[src/rtl/nib_cmp_pkg.sv]
package nib_cmp_pkg;
  localparam int NIB_W   = 4;
  localparam int INSTR_W = 12;

  typedef enum logic [1:0] {
    LOC_A  = 2'b00,
    LOC_B  = 2'b01,
    LOC_MX = 2'b10,
    LOC_MY = 2'b11
  } loc_e;

  typedef struct packed {
    logic             legal;
    logic             imm_form;
    loc_e             dst_sel;
    loc_e             src_sel;
    logic [NIB_W-1:0] imm;
  } dec_t;
endpackage

[src/rtl/nib_cmp_decode.sv]
module nib_cmp_decode
  import nib_cmp_pkg::*;
(
  input  logic [INSTR_W-1:0] instr,
  output dec_t               dec
);
  always_comb begin
    dec = '0;
    if (instr[11:6] == 6'b110111) begin
      dec.legal    = 1'b1;
      dec.imm_form = 1'b1;
      dec.dst_sel  = loc_e'(instr[5:4]);
      dec.imm      = instr[3:0];
    end else if (instr[11:4] == 8'hF0) begin
      dec.legal   = 1'b1;
      dec.dst_sel = loc_e'(instr[3:2]);
      dec.src_sel = loc_e'(instr[1:0]);
    end
  end
endmodule

[src/rtl/nib_cmp_seq.sv]
module nib_cmp_seq
  import nib_cmp_pkg::*;
#(
  parameter int CYCLES = 7,
  parameter int ADDR_W = 12
) (
  input  logic              clk,
  input  logic              rst,
  input  logic              start,
  input  logic              legal,
  input  logic              imm_form,
  input  loc_e              dst_sel,
  input  loc_e              src_sel,
  input  logic [ADDR_W-1:0] ptr_x,
  input  logic [ADDR_W-1:0] ptr_y,
  output logic              accept,
  output logic              take1,
  output logic              take2,
  output logic              finish,
  output logic              busy,
  output logic              done,
  output logic              illegal,
  output logic              mem_rd,
  output logic [ADDR_W-1:0] mem_addr
);
  // CYCLES must be at least 5: reads occupy busy cycles 1..3.
  localparam int CNT_W = $clog2(CYCLES + 1);
  localparam logic [CNT_W-1:0] C_ONE  = CNT_W'(1);
  localparam logic [CNT_W-1:0] C_TWO  = CNT_W'(2);
  localparam logic [CNT_W-1:0] C_THR  = CNT_W'(3);
  localparam logic [CNT_W-1:0] C_PRE  = CNT_W'(CYCLES - 1);
  localparam logic [CNT_W-1:0] C_LAST = CNT_W'(CYCLES);

  logic [CNT_W-1:0]  cnt;
  logic [ADDR_W-1:0] px, py;
  loc_e              d_sel, s_sel;
  logic              s_mem;
  logic              reject;

  assign busy   = (cnt != '0);
  assign accept = start && !busy && legal;
  assign reject = start && !busy && !legal;
  assign take1  = (cnt == C_TWO) && d_sel[1];
  assign take2  = (cnt == C_THR) && s_mem;
  assign finish = (cnt == C_PRE);

  always_ff @(posedge clk) begin
    if (rst) begin
      cnt      <= '0;
      done     <= 1'b0;
      illegal  <= 1'b0;
      mem_rd   <= 1'b0;
      mem_addr <= '0;
      px       <= '0;
      py       <= '0;
      d_sel    <= LOC_A;
      s_sel    <= LOC_A;
      s_mem    <= 1'b0;
    end else begin
      illegal <= reject;
      done    <= finish;
      if (accept)               cnt <= C_ONE;
      else if (cnt == C_LAST)   cnt <= '0;
      else if (busy)            cnt <= cnt + C_ONE;

      if (accept) begin
        px       <= ptr_x;
        py       <= ptr_y;
        d_sel    <= dst_sel;
        s_sel    <= src_sel;
        s_mem    <= !imm_form && src_sel[1];
        mem_rd   <= dst_sel[1];
        mem_addr <= dst_sel[0] ? ptr_y : ptr_x;
      end else if (cnt == C_ONE) begin
        mem_rd <= s_mem;
        if (s_mem) mem_addr <= s_sel[0] ? py : px;
      end else if (cnt == C_TWO) begin
        mem_rd <= 1'b0;
      end
    end
  end

  assert_done_pulse_R7: assert property (@(posedge clk) disable iff (rst)
    done |=> (!done && !busy));
  assert_done_in_busy_R7: assert property (@(posedge clk) disable iff (rst)
    done |-> busy);
  assert_read_in_busy_R6: assert property (@(posedge clk) disable iff (rst)
    mem_rd |-> busy);
  assert_illegal_idle_R8: assert property (@(posedge clk) disable iff (rst)
    illegal |-> !busy);
  assert_busy_hold_R9: assert property (@(posedge clk) disable iff (rst)
    (busy && !done) |=> busy);
endmodule

[src/rtl/nib_cmp_dp.sv]
module nib_cmp_dp
  import nib_cmp_pkg::*;
(
  input  logic             clk,
  input  logic             rst,
  input  logic             accept,
  input  logic             imm_form,
  input  loc_e             dst_sel,
  input  loc_e             src_sel,
  input  logic [NIB_W-1:0] imm,
  input  logic [NIB_W-1:0] reg_a,
  input  logic [NIB_W-1:0] reg_b,
  input  logic             take1,
  input  logic             take2,
  input  logic [NIB_W-1:0] mem_rdata,
  input  logic             finish,
  output logic             flag_c,
  output logic             flag_z
);
  logic [NIB_W-1:0] opnd1, opnd2;
  logic [NIB_W:0]   diff;

  function automatic logic [NIB_W-1:0] pick(input loc_e sel, input logic [NIB_W-1:0] a,
                                            input logic [NIB_W-1:0] b);
    case (sel)
      LOC_A:   pick = a;
      LOC_B:   pick = b;
      default: pick = '0;
    endcase
  endfunction

  assign diff = {1'b0, opnd1} - {1'b0, opnd2};

  always_ff @(posedge clk) begin
    if (rst) begin
      opnd1  <= '0;
      opnd2  <= '0;
      flag_c <= 1'b0;
      flag_z <= 1'b0;
    end else begin
      if (accept) begin
        opnd1 <= pick(dst_sel, reg_a, reg_b);
        opnd2 <= imm_form ? imm : pick(src_sel, reg_a, reg_b);
      end
      if (take1) opnd1 <= mem_rdata;
      if (take2) opnd2 <= mem_rdata;
      if (finish) begin
        flag_c <= diff[NIB_W];
        flag_z <= (diff[NIB_W-1:0] == '0);
      end
    end
  end

  assert_c_on_less_R4: assert property (@(posedge clk) disable iff (rst)
    finish |=> (flag_c == (opnd1 < opnd2)));
  assert_z_on_equal_R5: assert property (@(posedge clk) disable iff (rst)
    finish |=> (flag_z == (opnd1 == opnd2)));
endmodule

[src/rtl/nib_cmp_exec.sv]
module nib_cmp_exec
  import nib_cmp_pkg::*;
#(
  parameter int CYCLES = 7,
  parameter int ADDR_W = 12
) (
  input  logic              clk,
  input  logic              rst,
  input  logic              start,
  input  logic [11:0]       instr,
  input  logic [3:0]        reg_a,
  input  logic [3:0]        reg_b,
  input  logic [ADDR_W-1:0] ptr_x,
  input  logic [ADDR_W-1:0] ptr_y,
  output logic              mem_rd,
  output logic [ADDR_W-1:0] mem_addr,
  input  logic [3:0]        mem_rdata,
  output logic              busy,
  output logic              done,
  output logic              illegal,
  output logic              flag_c,
  output logic              flag_z
);
  dec_t dec;
  logic accept, take1, take2, finish;

  nib_cmp_decode u_dec (.instr(instr), .dec(dec));

  nib_cmp_seq #(.CYCLES(CYCLES), .ADDR_W(ADDR_W)) u_seq (
    .clk(clk), .rst(rst), .start(start), .legal(dec.legal), .imm_form(dec.imm_form),
    .dst_sel(dec.dst_sel), .src_sel(dec.src_sel), .ptr_x(ptr_x), .ptr_y(ptr_y),
    .accept(accept), .take1(take1), .take2(take2), .finish(finish), .busy(busy),
    .done(done), .illegal(illegal), .mem_rd(mem_rd), .mem_addr(mem_addr)
  );

  nib_cmp_dp u_dp (
    .clk(clk), .rst(rst), .accept(accept), .imm_form(dec.imm_form),
    .dst_sel(dec.dst_sel), .src_sel(dec.src_sel), .imm(dec.imm),
    .reg_a(reg_a), .reg_b(reg_b), .take1(take1), .take2(take2),
    .mem_rdata(mem_rdata), .finish(finish), .flag_c(flag_c), .flag_z(flag_z)
  );

  assert_flags_hold_R10: assert property (@(posedge clk) disable iff (rst)
    !done |-> $stable({flag_c, flag_z}));
  assert_c_z_exclusive_R4: assert property (@(posedge clk) disable iff (rst)
    done |-> !(flag_c && flag_z));
endmodule

[config.mk]
export PLATFORM = sky130hd
export DESIGN_NAME = nib_cmp_exec
export DESIGN_NICKNAME = d
export VERILOG_FILES = /design/src/rtl/nib_cmp_pkg.sv /design/src/rtl/nib_cmp_decode.sv /design/src/rtl/nib_cmp_seq.sv /design/src/rtl/nib_cmp_dp.sv /design/src/rtl/nib_cmp_exec.sv
export SDC_FILE = /design/constraint.sdc
export NUM_CORES = 1
export LEC_CHECK = 0
export ABC_AREA = 1
export BUFFER_PORTS_ARGS = -buffer_cell sky130_fd_sc_hd__buf_2
export CAP_MARGIN = 20
export CORE_ASPECT_RATIO = 1.5
export CORE_MARGIN = 2
export CORE_UTILIZATION = 58
export DETAILED_ROUTE_END_ITERATION = 10
export PLACE_DENSITY = 0.86
export SYNTH_ARGS = -nofsm -noshare
export SYNTH_HDL_FRONTEND = slang
export SYNTH_HIERARCHICAL = 1
export SYNTH_SLANG_ARGS = --single-unit
[constraint.sdc]
create_clock -name clk -period 3.2 [get_ports clk]
set_input_delay 0.48 -clock clk [delete_from_list [all_inputs] [get_ports clk]]
set_output_delay 0.48 -clock clk [all_outputs]
set_load 0.005 [all_outputs]
Yosys cells after proc, flatten, opt, wreduce, memory -nomap -nowiden
Cells that the tools add are included.

cells by class
  $add $sub $neg = 2
  $mul = 0
  div/mod/pow operators = 0
  magnitude comparators = 0
  equal/unequal tests = 9
  shifts and indexed selects = 0
  mux-type cells = 25
  bitwise logic cells = 0
  reductions and logical operators = 21

operator list
  kind                                            number
  2-to-1 mux 12 bit                               5
  2-to-1 mux 4 bit                                7
  one-hot mux 4 bit (2 select lines)              2
  2-to-1 mux 1 bit                                9
  nonzero test 3 bit                              3
  == test 8 bit (second input constant)           1
  nonzero test 2 bit                              4
  == test 3 x 2 -> 1 bit (second input constant)  2
  == test 3 bit (second input constant)           2
  == test 6 bit (second input constant)           1
  logical AND 1 bit                               6
  subtractor 4 x 4 -> 5 bit                       1
  == test 2 x 1 -> 1 bit (second input constant)  2
  logical NOT 2 bit                               2
  logical NOT 4 bit                               1
  2-to-1 mux 2 bit                                2
  adder 3 x 1 -> 3 bit (second input constant)    1
  == test 3 x 1 -> 1 bit (second input constant)  1
  logical NOT 1 bit                               3
  OR reduction 3 bit                              1
  AND reduction 2 bit                             1

storage, ports and cells
  bits in registers = 56
  latch bits = 0
  RAM bits = 0
  bits in read-only memories = 0
  output and inout port bits = 18
  word-level logic and storage cells = 72
  memories kept = 0

Depth between registers and ports, before layout
Gate-level depths: netlist of run 1.

  depth after elaboration = 8
  mapped depth = 13

Modules after synthesis
The synthesis of run 1 kept the hierarchy.

modules (own cells, without submodules)
  module          times used  cells an instance  area each (um2)  sequential area each (um2)
  nib_cmp_seq     1           322                2,217.1          900.9
  nib_cmp_dp      1           110                708.2            200.2
  nib_cmp_decode  1           35                 166.4            0.0

Worst setup path before layout of run 1
Ideal clock, no wire load.

  kind = input port to flip-flop
  start = in instr[9]
  end = reg u_dp.opnd2[0]
  setup time = 0.070 ns
  data arrival time = 1.808 ns
  required time = 3.130 ns
  slack = 1.322 ns
  stages = 13
  buffers on the path = 1
  cell sequence = inv_1 > nand2_1 > nor2_4 > nand2_4 > nand2_1 > inv_1 > nor2_8 > buf_4 > inv_2 > or2_4 > nor2_1 > nand2_1 > a21oi_1

RTL lines
  item                  line                source
  from (decl)           nib_cmp_exec.sv:10  input logic [11:0] instr,
  to (signal assigned)  nib_cmp_dp.sv:43    opnd2 <= imm_form ? imm : pick(src_sel, reg_a, reg_b);
  to (signal assigned)  nib_cmp_dp.sv:46    if (take2) opnd2 <= mem_rdata;
  to (decl)             nib_cmp_dp.sv:20    logic [NIB_W-1:0] opnd1, opnd2;

==> qor.txt, run 1 <==
Register share of total power - 0.513
N_diodes - 0
Placed instance area - 3420 um2
Warnings from Yosys - 6
Final Cell Area - 3520 um2
Latest clock arrival within the worst-skew pair - 0.31 ns
Starting density of the core - 0.603
Gp weighted congestion - 0.852
Fmax - 0.513 GHz
Syn Std Cell Area - 3090 um2
Ports - 69
Die width - 63.6 um
PwrDens - 401 nW/um2
Worst setup EP type - flop
Min-Delay Startpoint - ptr_y[2]
Crit. Startpoint - instr[4]
Util after Layout - 0.687
Flop and latch count out of synthesis - 55
DP HPWL - 5350 um
Setup violators final - 0
CTS tree - yes
Grt total ovfl - 0
Hold Fails Final Rpt - 0
Fillers - 491
Syn avg cell area - 6.62 um2
Drt pass-1 iters - 5
Max Slew Vio Count - 0
Critical Path Start Type - input pin
Number of global-route vias before repair - 2,940
Sequential area share after synthesis - 0.356
Wire length of the first global-routing pass - 12,500 um
Worst Path Required - 3.41 ns
Reg2reg start - u_seq/cnt[0]$_SDFFE_PP0P_
Die area - 5940 um2
Cell Int Power - 1.03 mW
Detailed Route WL - 7390 um
Placeable Area - 5120 um2
RSZ-0062 raised after global routing - no
Yosys cell types - 34
Mapped Cells - 467
EDFF count, synth - 0
Pin count of the biggest net entering global routing - 70
Worst setup margin - 1.25 ns
Post-DR vias/cell - 5.26
Leakage - 1.78 nW
NetSw - 0.387 mW
Die Y-Extent - 93.4 um
Setup TNS - 0 ns
Max clock buf depth - 2
Setup bufs post-CTS - 0
CP Max Fanout - 28
Number of H-tree levels - 2
Synth Flop Type - dfxtp_1
Placed insts - 584
Clock share of power - 0.324
CP arrival - 2.16 ns
Vias - 3,107
Initial DRC count - 322
Drt wl/cell - 12.5 um
Clock-pin slew on the worst setup and hold paths - 0.10 ns
Worst-Margin Slew - 0.850 ns
Post-Place Setup Slack - 0.917 ns
GR Util All Layers - 0.260
Final min period - 1.95 ns
Setup Skew - 0.00640 ns
Final instance count without filler cells - 591
Port Buf Inserts - 68
DRC viols - 0
WS Path Type - in2reg
Antenna violations before repair - 0
Post-DRT Antenna Nets - 0
Worst VDD drop - 0.000262 V
Worst slew margin - 0.432
Clock buffer count from CTS - 5
Status - finished clean
Syn Nets - 529
Share of cells above drive strength 1 - 0.172
Asr flop ratio synth - 0
Site row count - 32
Clk sink count - 55
Nets - 585
Sw Ratio - 0.274
Area growth, synth to finish - 13.9%
Hold_buf cts - 0
Root buffer cell - clkbuf_8
Max Cap Viol - 0
Period utilisation layout - 0.609
PostCTS Resize Cnt - 0
HP Class - in2reg
Comb pwr share - 0.162
## layer usage
| layer | track usage | share of wire | routed length (um) | vias up |
|---|---|---|---|---|
| met4 | 0.105 | 0.025 | 181 | 0 |
| met5 | 0 | 0 | 0 | - |
| met1 | 0.292 | 0.40 | 2930 | 1405 |
| met3 | 0.0361 | 0.050 | 367 | 16 |
| li1 | - | - | - | 1600 |
| met2 | 0.484 | 0.53 | 3910 | 86 |
## layout by cell type (no fill, tap or decap), drive strengths merged, types with 3 or more instances in the layout
cell    netlist  layout
a21oi        40      40
nor2         36      36
nand2       115     115
nand3b        3       3
buf          16      70
nand3        58      58
inv          74      74
dfxtp        55      55
clkbuf        5       5
o21ai        40      40
a22oi         4       4
ha           10      10
## worst paths after layout
kind / end / slack, ns / cells past startpoint
max: u_dp/opnd1[2]$_SDFFE_PP0P_ / 1.25 / 13
min: u_seq/py[2]$_SDFFE_PP0P_ / 0.42 / 3
max reg2reg: u_dp/opnd1[2]$_SDFFE_PP0P_ / 1.27 / 9
min reg2reg: u_seq/px[2]$_SDFFE_PP0P_ / 0.45 / 2
## sequential cells by signal, indices dropped and copies added (netlist names)
signal / cells
u_seq/mem_rd: 1
u_seq/px: 12
u_seq/s_sel: 1
u_dp/flag_z: 1
u_seq/illegal: 1
u_dp/opnd1: 4
u_seq/py: 12
u_seq/s_mem: 1
u_seq/mem_addr: 12
u_seq/done: 1
u_dp/opnd2: 4
u_dp/flag_c: 1
u_seq/cnt: 3
u_seq/d_sel: 1
## worst max-delay path: stages
cell and delay, ns:
buf_2 0.10, inv_1 0.04, nand2_1 0.05, nor2_2 0.16, nand2_2 0.08, nand2_1 0.13, inv_1 0.12, nor2_8 0.36
inv_2 0.11, nor2_1 0.25, nand2_1 0.10, a21oi_1 0.12, nor2_1 0.06
## cell usage after synthesis (2+ instances only)
cell type / number / area [um2]
nand2_2: 2 / 12.5
nor2_4: 2 / 22.5
nand3b_1: 3 / 22.5
o21ai_0: 36 / 180
buf_4: 2 / 15.0
o21ai_1: 4 / 20.0
nand3_1: 56 / 280
inv_1: 72 / 270
a22oi_1: 4 / 30.0
a21oi_1: 40 / 200
inv_2: 2 / 7.51
o211ai_1: 2 / 15.0
buf_2: 11 / 55.1
nor2_1: 32 / 120
buf_6: 2 / 22.5
dfxtp_1: 55 / 1100
ha_1: 10 / 125
clkbuf_1: 4 / 15.0
nor3_1: 2 / 10.0
nand2_1: 112 / 420
## through the flow
stage | hold WS [ns] | power [mW]
after floorplan | 0.424 | 0.875
after global placement | 0.433 | 0.955
after detailed placement | 0.443 | 0.963
after CTS | 0.417 | 1.42
after global routing | 0.428 | 1.47
final | 0.418 | 1.41
## cell type report
type                    count  area, um2  share of cell area
multi-input cells         317       1600               0.453
flip-flops and latches     55       1100               0.313
repair buffers             70        355               0.101
inverters                  74        278              0.0789
well taps                  68       85.1              0.0242
clock buffers               5       68.8              0.0195
clock inverters             2       37.5              0.0107
## power by group through the flow
stage	registers, mW	logic [mW]	clock network, mW
6_report	0.725	0.230	0.458
5_1_grt	0.730	0.257	0.485
4_1_cts	0.725	0.230	0.465
3_5_place_dp	0.741	0.223	0
3_3_place_gp	0.740	0.214	0
2_1_floorplan	0.736	0.138	0
## kinds of logic after synthesis
family	Yosys count	share of synthesized area
AOI/OAI and AO/OA	89	0.152
adders and majority gates	11	0.0469
buffers and inverters	95	0.127
DFF	55	0.356
and+or+nand+nor	217	0.317
(Power assumes the default switching activity.)
==> run 2: changes to the inputs <==
--- a/config.mk
+++ b/config.mk
@@ -10,9 +10,9 @@
 export CAP_MARGIN = 20
 export CORE_ASPECT_RATIO = 1.5
 export CORE_MARGIN = 2
-export CORE_UTILIZATION = 58
+export CORE_UTILIZATION = 54
 export DETAILED_ROUTE_END_ITERATION = 10
-export PLACE_DENSITY = 0.86
+export PLACE_DENSITY = 0.81
 export SYNTH_ARGS = -nofsm -noshare
 export SYNTH_HDL_FRONTEND = slang
 export SYNTH_HIERARCHICAL = 1
==> constraint.sdc (replaced) <==
create_clock -name clk -period 1.9 [get_ports clk]
set_input_delay 0.285 -clock clk [delete_from_list [all_inputs] [get_ports clk]]
set_output_delay 0.285 -clock clk [all_outputs]
set_load 0.005 [all_outputs]
==> qor.txt, run 2 (synthesis results as in run 1) <==
Area growth, synth to finish - 16.0%
RSZ-0062 raised after global routing - no
Status - finished clean
WP buf/inv - 2 (-2)
Setup TNS - 0 ns (unchanged)
Vias - 3,111 (+0.13%)
CP delay by family, top - flip-flops
Die area - 6360 um2 (+7.0%)
CP max-delay cell - dfxtp_1
Fillers - 528 (+7.5%)
DP HPWL - 5280 um (-1.3%)
Antenna violations before repair - 0 (unchanged)
Port Buf Inserts - 68 (unchanged)
Critical Path Start Type - flop
Setup violators final - 0 (unchanged)
N_diodes - 0 (unchanged)
Post-DR vias/cell - 5.19 (-1.4%)
Commonest non-fill, non-tap cell in the layout - nand2_1
Reg2reg start - u_seq/cnt[0]$_SDFFE_PP0P_
Hold Fails Final Rpt - 0 (unchanged)
Max Cap Viol - 0 (unchanged)
CTS tree - yes
Clock buffer count from CTS - 5 (unchanged)
Setup Skew - 0.00915 ns (+0.00275 ns)
Util after Layout - 0.653 (-0.0340)
Max Slew Vio Count - 0 (unchanged)
Pin count of the biggest net entering global routing - 70 (unchanged)
Starting density of the core - 0.563 (-0.0403)
Ports - 69 (unchanged)
Detailed Route WL - 7090 um (-4.0%)
Final min period - 1.71 ns
Hold-critical path depth - 3 (unchanged)
PostCTS Resize Cnt - 0 (unchanged)
Clock-pin slew on the worst setup and hold paths - 0.10 ns (about the same)
HP Class - in2reg
Initial DRC count - 173 (-46%)
PwrDens - 635 nW/um2 (+58%)
Min-Delay Startpoint - ptr_y[7]
Site row count - 33 (+3.1%)
Die Y-Extent - 96.7 um (+3.5%)
Number of H-tree levels - 2 (unchanged)
GR Util All Layers - 0.235 (-0.0248)
Grt total ovfl - 0 (unchanged)
Post-DRT Antenna Nets - 0 (unchanged)
Crit. Startpoint - u_seq/cnt[0]$_SDFFE_PP0P_
Latest clock arrival within the worst-skew pair - 0.31 ns (about the same)
WS Path Type - reg2out
Setup bufs post-CTS - 0 (unchanged)
Worst setup EP type - primary output
Drt pass-1 iters - 5 (unchanged)
Crit-path max cell delay - 0.43 ns (+0.07 ns)
Number of global-route vias before repair - 2,961 (+0.71%)
Worst VDD drop - 0.000429 V (+64%)
Drt wl/cell - 11.8 um (-5.4%)
Period utilisation layout - 0.900
Worst reg2reg path depth - 7 (-2)
Commonest cells after routing, fill and taps aside - nand2_1 (112), inv_1 (72), buf_2 (68)
Root buffer cell - clkbuf_8
Gp weighted congestion - 0.818 (-4.0%)
Placeable Area - 5490 um2 (+7.2%)
Fmax - 0.585 GHz
Largest registers - u_seq/mem_addr x12, u_seq/px x12, u_seq/py x12
Worst-Margin Slew - 0.441 ns (-0.409 ns)
Die width - 65.8 um (+3.4%)
Critical path depth - 4 (-9)
Nets - 591 (+1.0%)
DRC viols - 0 (unchanged)
Max clock buf depth - 2 (unchanged)
Hold_buf cts - 0 (unchanged)
Worst slew margin - 0.706 (+0.274)
Share of cells above drive strength 1 - 0.183 (+0.0109)
Worst Path Required - 1.62 ns (-1.79 ns)
R2R Setup Slk - 0.25 ns (-1.02 ns)
CP Max Fanout - 5 (-82%)
Wire length of the first global-routing pass - 12,200 um (-3.1%)
CP arrival - 1.42 ns (-0.74 ns)
Crit-path cells - inv_1 -> ha_1 -> nand2_1 -> buf_2
Clk sink count - 55 (unchanged)
Leakage - 1.81 nW (+2.1%)
## run 2: cell type report
type / instances / area (um2) / area share
multi-input combinational: 317 / 1600 / 0.445
sequential: 55 / 1100 / 0.307
timing repair buffer: 76 / 425 / 0.119
inverter: 74 / 278 / 0.0774
tap: 70 / 87.6 / 0.0244
clock buffer: 6 / 82.6 / 0.0230
clock inverter: 2 / 16.3 / 0.00453
## run 2: path summary, 6_finish.rpt
| check | to |
|---|---|
| hold / removal | u_seq/py[7]$_SDFFE_PP0P_ |
| setup / recovery | busy |
| setup reg to reg | u_seq/mem_rd$_SDFFE_PP0P_ |
| hold reg to reg | u_seq/px[8]$_SDFFE_PP0P_ |
## run 2: per-layer routing
metal,track usage,routed length [um],vias to the layer above
li1,-,-,1613
met1,0.249,2850,1424
met2,0.462,3930,67
met3,0.0395,247,7
met4,0.0481,63,0
met5,0,0,-
## run 2: metrics by stage
| stage | setup WS [ns] | std cells | area (um2) | hold slack (ns) | total power [mW] |
|---|---|---|---|---|---|
| 3_3_place_gp | 0.171 | 592 | 3490 | 0.433 | 1.62 |
| 4_1_cts | 0.175 | 600 | 3590 | 0.223 | 2.31 |
| 6_report | 0.190 | 600 | 3590 | 0.228 | 2.28 |
| 5_1_grt | 0.0863 | 600 | 3590 | 0.213 | 2.40 |
| 3_5_place_dp | 0.145 | 592 | 3490 | 0.441 | 1.63 |
| 2_1_floorplan | 0.217 | 467 | 3090 | 0.424 | 1.47 |
## run 2: power breakdown
group	switching, mW	internal (mW)
Sequential	0.0336	1.19
Clock	0.380	0.298
Combinational	0.221	0.154
## run 2: worst min-delay path, cell delays in order
cell and delay (ns):
buf_2 0.11, nand2_1 0.05, a21oi_1 0.05
==> run 3: changes to the inputs <==
--- a/config.mk
+++ b/config.mk
@@ -12,6 +12,7 @@
 export CORE_MARGIN = 2
 export CORE_UTILIZATION = 54
 export DETAILED_ROUTE_END_ITERATION = 10
+export MAX_ROUTING_LAYER = met4
 export PLACE_DENSITY = 0.81
 export SYNTH_ARGS = -nofsm -noshare
 export SYNTH_HDL_FRONTEND = slang
==> qor.txt, run 3 (synthesis results as in run 1) <==
Drt pass-1 iters - 5 (unchanged)
Number of global-route vias before repair - 2,960 (-0.034%)
Die Y-Extent - 96.7 um (unchanged)
Post-Place Setup Slack - 0.145 ns (unchanged)
PwrDens - 635 nW/um2 (about the same)
Starting density of the core - 0.563 (unchanged)
Worst VDD drop - 0.000430 V (+0.24%)
HP Class - in2reg
Die width - 65.8 um (unchanged)
CP Max Fanout - 5 (unchanged)
Setup bufs post-CTS - 0 (unchanged)
Worst Path Required - 1.62 ns (about the same)
Initial DRC count - 173 (unchanged)
Setup Skew - 0.00905 ns (-0.000104 ns)
Final min period - 1.71 ns (-0.000135 ns)
Commonest non-fill, non-tap cell in the layout - nand2_1
Period utilisation layout - 0.900 (about the same)
Largest registers - u_seq/mem_addr x12, u_seq/px x12, u_seq/py x12
Number of H-tree levels - 2 (unchanged)
Commonest cells after routing, fill and taps aside - nand2_1 (112), inv_1 (72), buf_2 (68)
Crit-path max cell delay - 0.43 ns (about the same)
DRC viols - 0 (unchanged)
Clock-pin slew on the worst setup and hold paths - 0.10 ns (about the same)
Drt wl/cell - 11.8 um (+0.14%)
Clk sink count - 55 (unchanged)
DP HPWL - 5280 um (unchanged)
Antenna violations before repair - 0 (unchanged)
Site row count - 33 (unchanged)
WS Path Type - reg2out
Worst setup EP type - primary output
Setup violators final - 0 (unchanged)
Nets - 591 (unchanged)
Latest clock arrival within the worst-skew pair - 0.31 ns (about the same)
Status - finished clean
Fillers - 528 (unchanged)
Share of cells above drive strength 1 - 0.183 (unchanged)
CTS tree - yes
Post-DR vias/cell - 5.19 (about the same)
Root buffer cell - clkbuf_8
Grt total ovfl - 0 (unchanged)
CP arrival - 1.42 ns (about the same)
Fmax - 0.585 GHz (about the same)
RSZ-0062 raised after global routing - no
Setup TNS - 0 ns (unchanged)
Vias - 3,114 (+0.096%)
Critical Path Start Type - flop
Hold Fails Final Rpt - 0 (unchanged)
Crit-path cells - inv_1 -> ha_1 -> nand2_1 -> buf_2
Gp weighted congestion - 0.830 (+1.5%)
Leakage - 1.81 nW (unchanged)
Port Buf Inserts - 68 (unchanged)
PostCTS Resize Cnt - 0 (unchanged)
Worst slew margin - 0.708 (+0.00199)
N_diodes - 0 (unchanged)
Post-DRT Antenna Nets - 0 (unchanged)
Wire length of the first global-routing pass - 12,100 um (about the same)
Detailed Route WL - 7100 um (+0.14%)
Max clock buf depth - 2 (unchanged)
CP max-delay cell - dfxtp_1
Worst setup margin - 0.190 ns (+0.000135 ns)
Placeable Area - 5490 um2 (unchanged)
GR Util All Layers - 0.241 (+0.00638)
Max Slew Vio Count - 0 (unchanged)
Ports - 69 (unchanged)
Worst-Margin Slew - 0.438 ns (-0.00297 ns)
Max Cap Viol - 0 (unchanged)
Area growth, synth to finish - 16.0% (unchanged)
Die area - 6360 um2 (unchanged)
Pin count of the biggest net entering global routing - 70 (unchanged)
Clock buffer count from CTS - 5 (unchanged)
Hold_buf cts - 0 (unchanged)
==> run 3: layout make-up <==
type,instances,area (um2),share of cell area
repair buffers,76,425,0.119
flip-flops and latches,55,1100,0.307
well taps,70,87.6,0.0244
clock inverters,2,16.3,0.00453
inverters,74,278,0.0774
clock buffers,6,82.6,0.0230
multi-input cells,317,1600,0.445
==> run 3: layer usage <==
metal	global-route usage	vias up	wire length (um)
met1	0.249	1421	2860
met4	0.0481	0	61
li1	-	1614	-
met5	-	-	0
met2	0.462	72	3930
met3	0.0395	7	254
==> run 3: through the flow <==
step	area, um2	total power, mW	hold WS (ns)	util	instances
after floorplan	3090	1.47	0.424	-	467
final	3590	2.28	0.228	0.653	600
after global routing	3590	2.40	0.213	0.653	600
after CTS	3590	2.31	0.223	0.653	600
after global placement	3490	1.62	0.433	0.635	592
after detailed placement	3490	1.63	0.441	0.635	592
==> run 3: power by group <==
group | internal, mW | switching [mW] | leakage (nW)
combinational | 0.154 | 0.221 | 1.32
sequential | 1.19 | 0.0337 | 0.444
clock | 0.298 | 0.381 | 0.0474
==> run 3: worst max-delay path: cells and delay by family (launching register included) <==
| family | cells | cell delay, ns |
|---|---|---|
| fa+ha+maj | 1 | 0.27 |
| buf+inv | 2 | 0.23 |
| flops | 1 | 0.43 |
| simple gates | 1 | 0.18 |
==> run 3: path summary, 6_finish.rpt <==
path,start,depth (start not counted),slack (ns),endpoint
setup / recovery,u_seq/cnt[0]$_SDFFE_PP0P_,4,0.19,busy
hold / removal,ptr_y[7],3,0.23,u_seq/py[7]$_SDFFE_PP0P_
setup reg to reg,u_seq/cnt[0]$_SDFFE_PP0P_,7,0.25,u_seq/mem_rd$_SDFFE_PP0P_
hold reg to reg,u_seq/px[8]$_SDFFE_PP0P_,2,0.46,u_seq/px[8]$_SDFFE_PP0P_
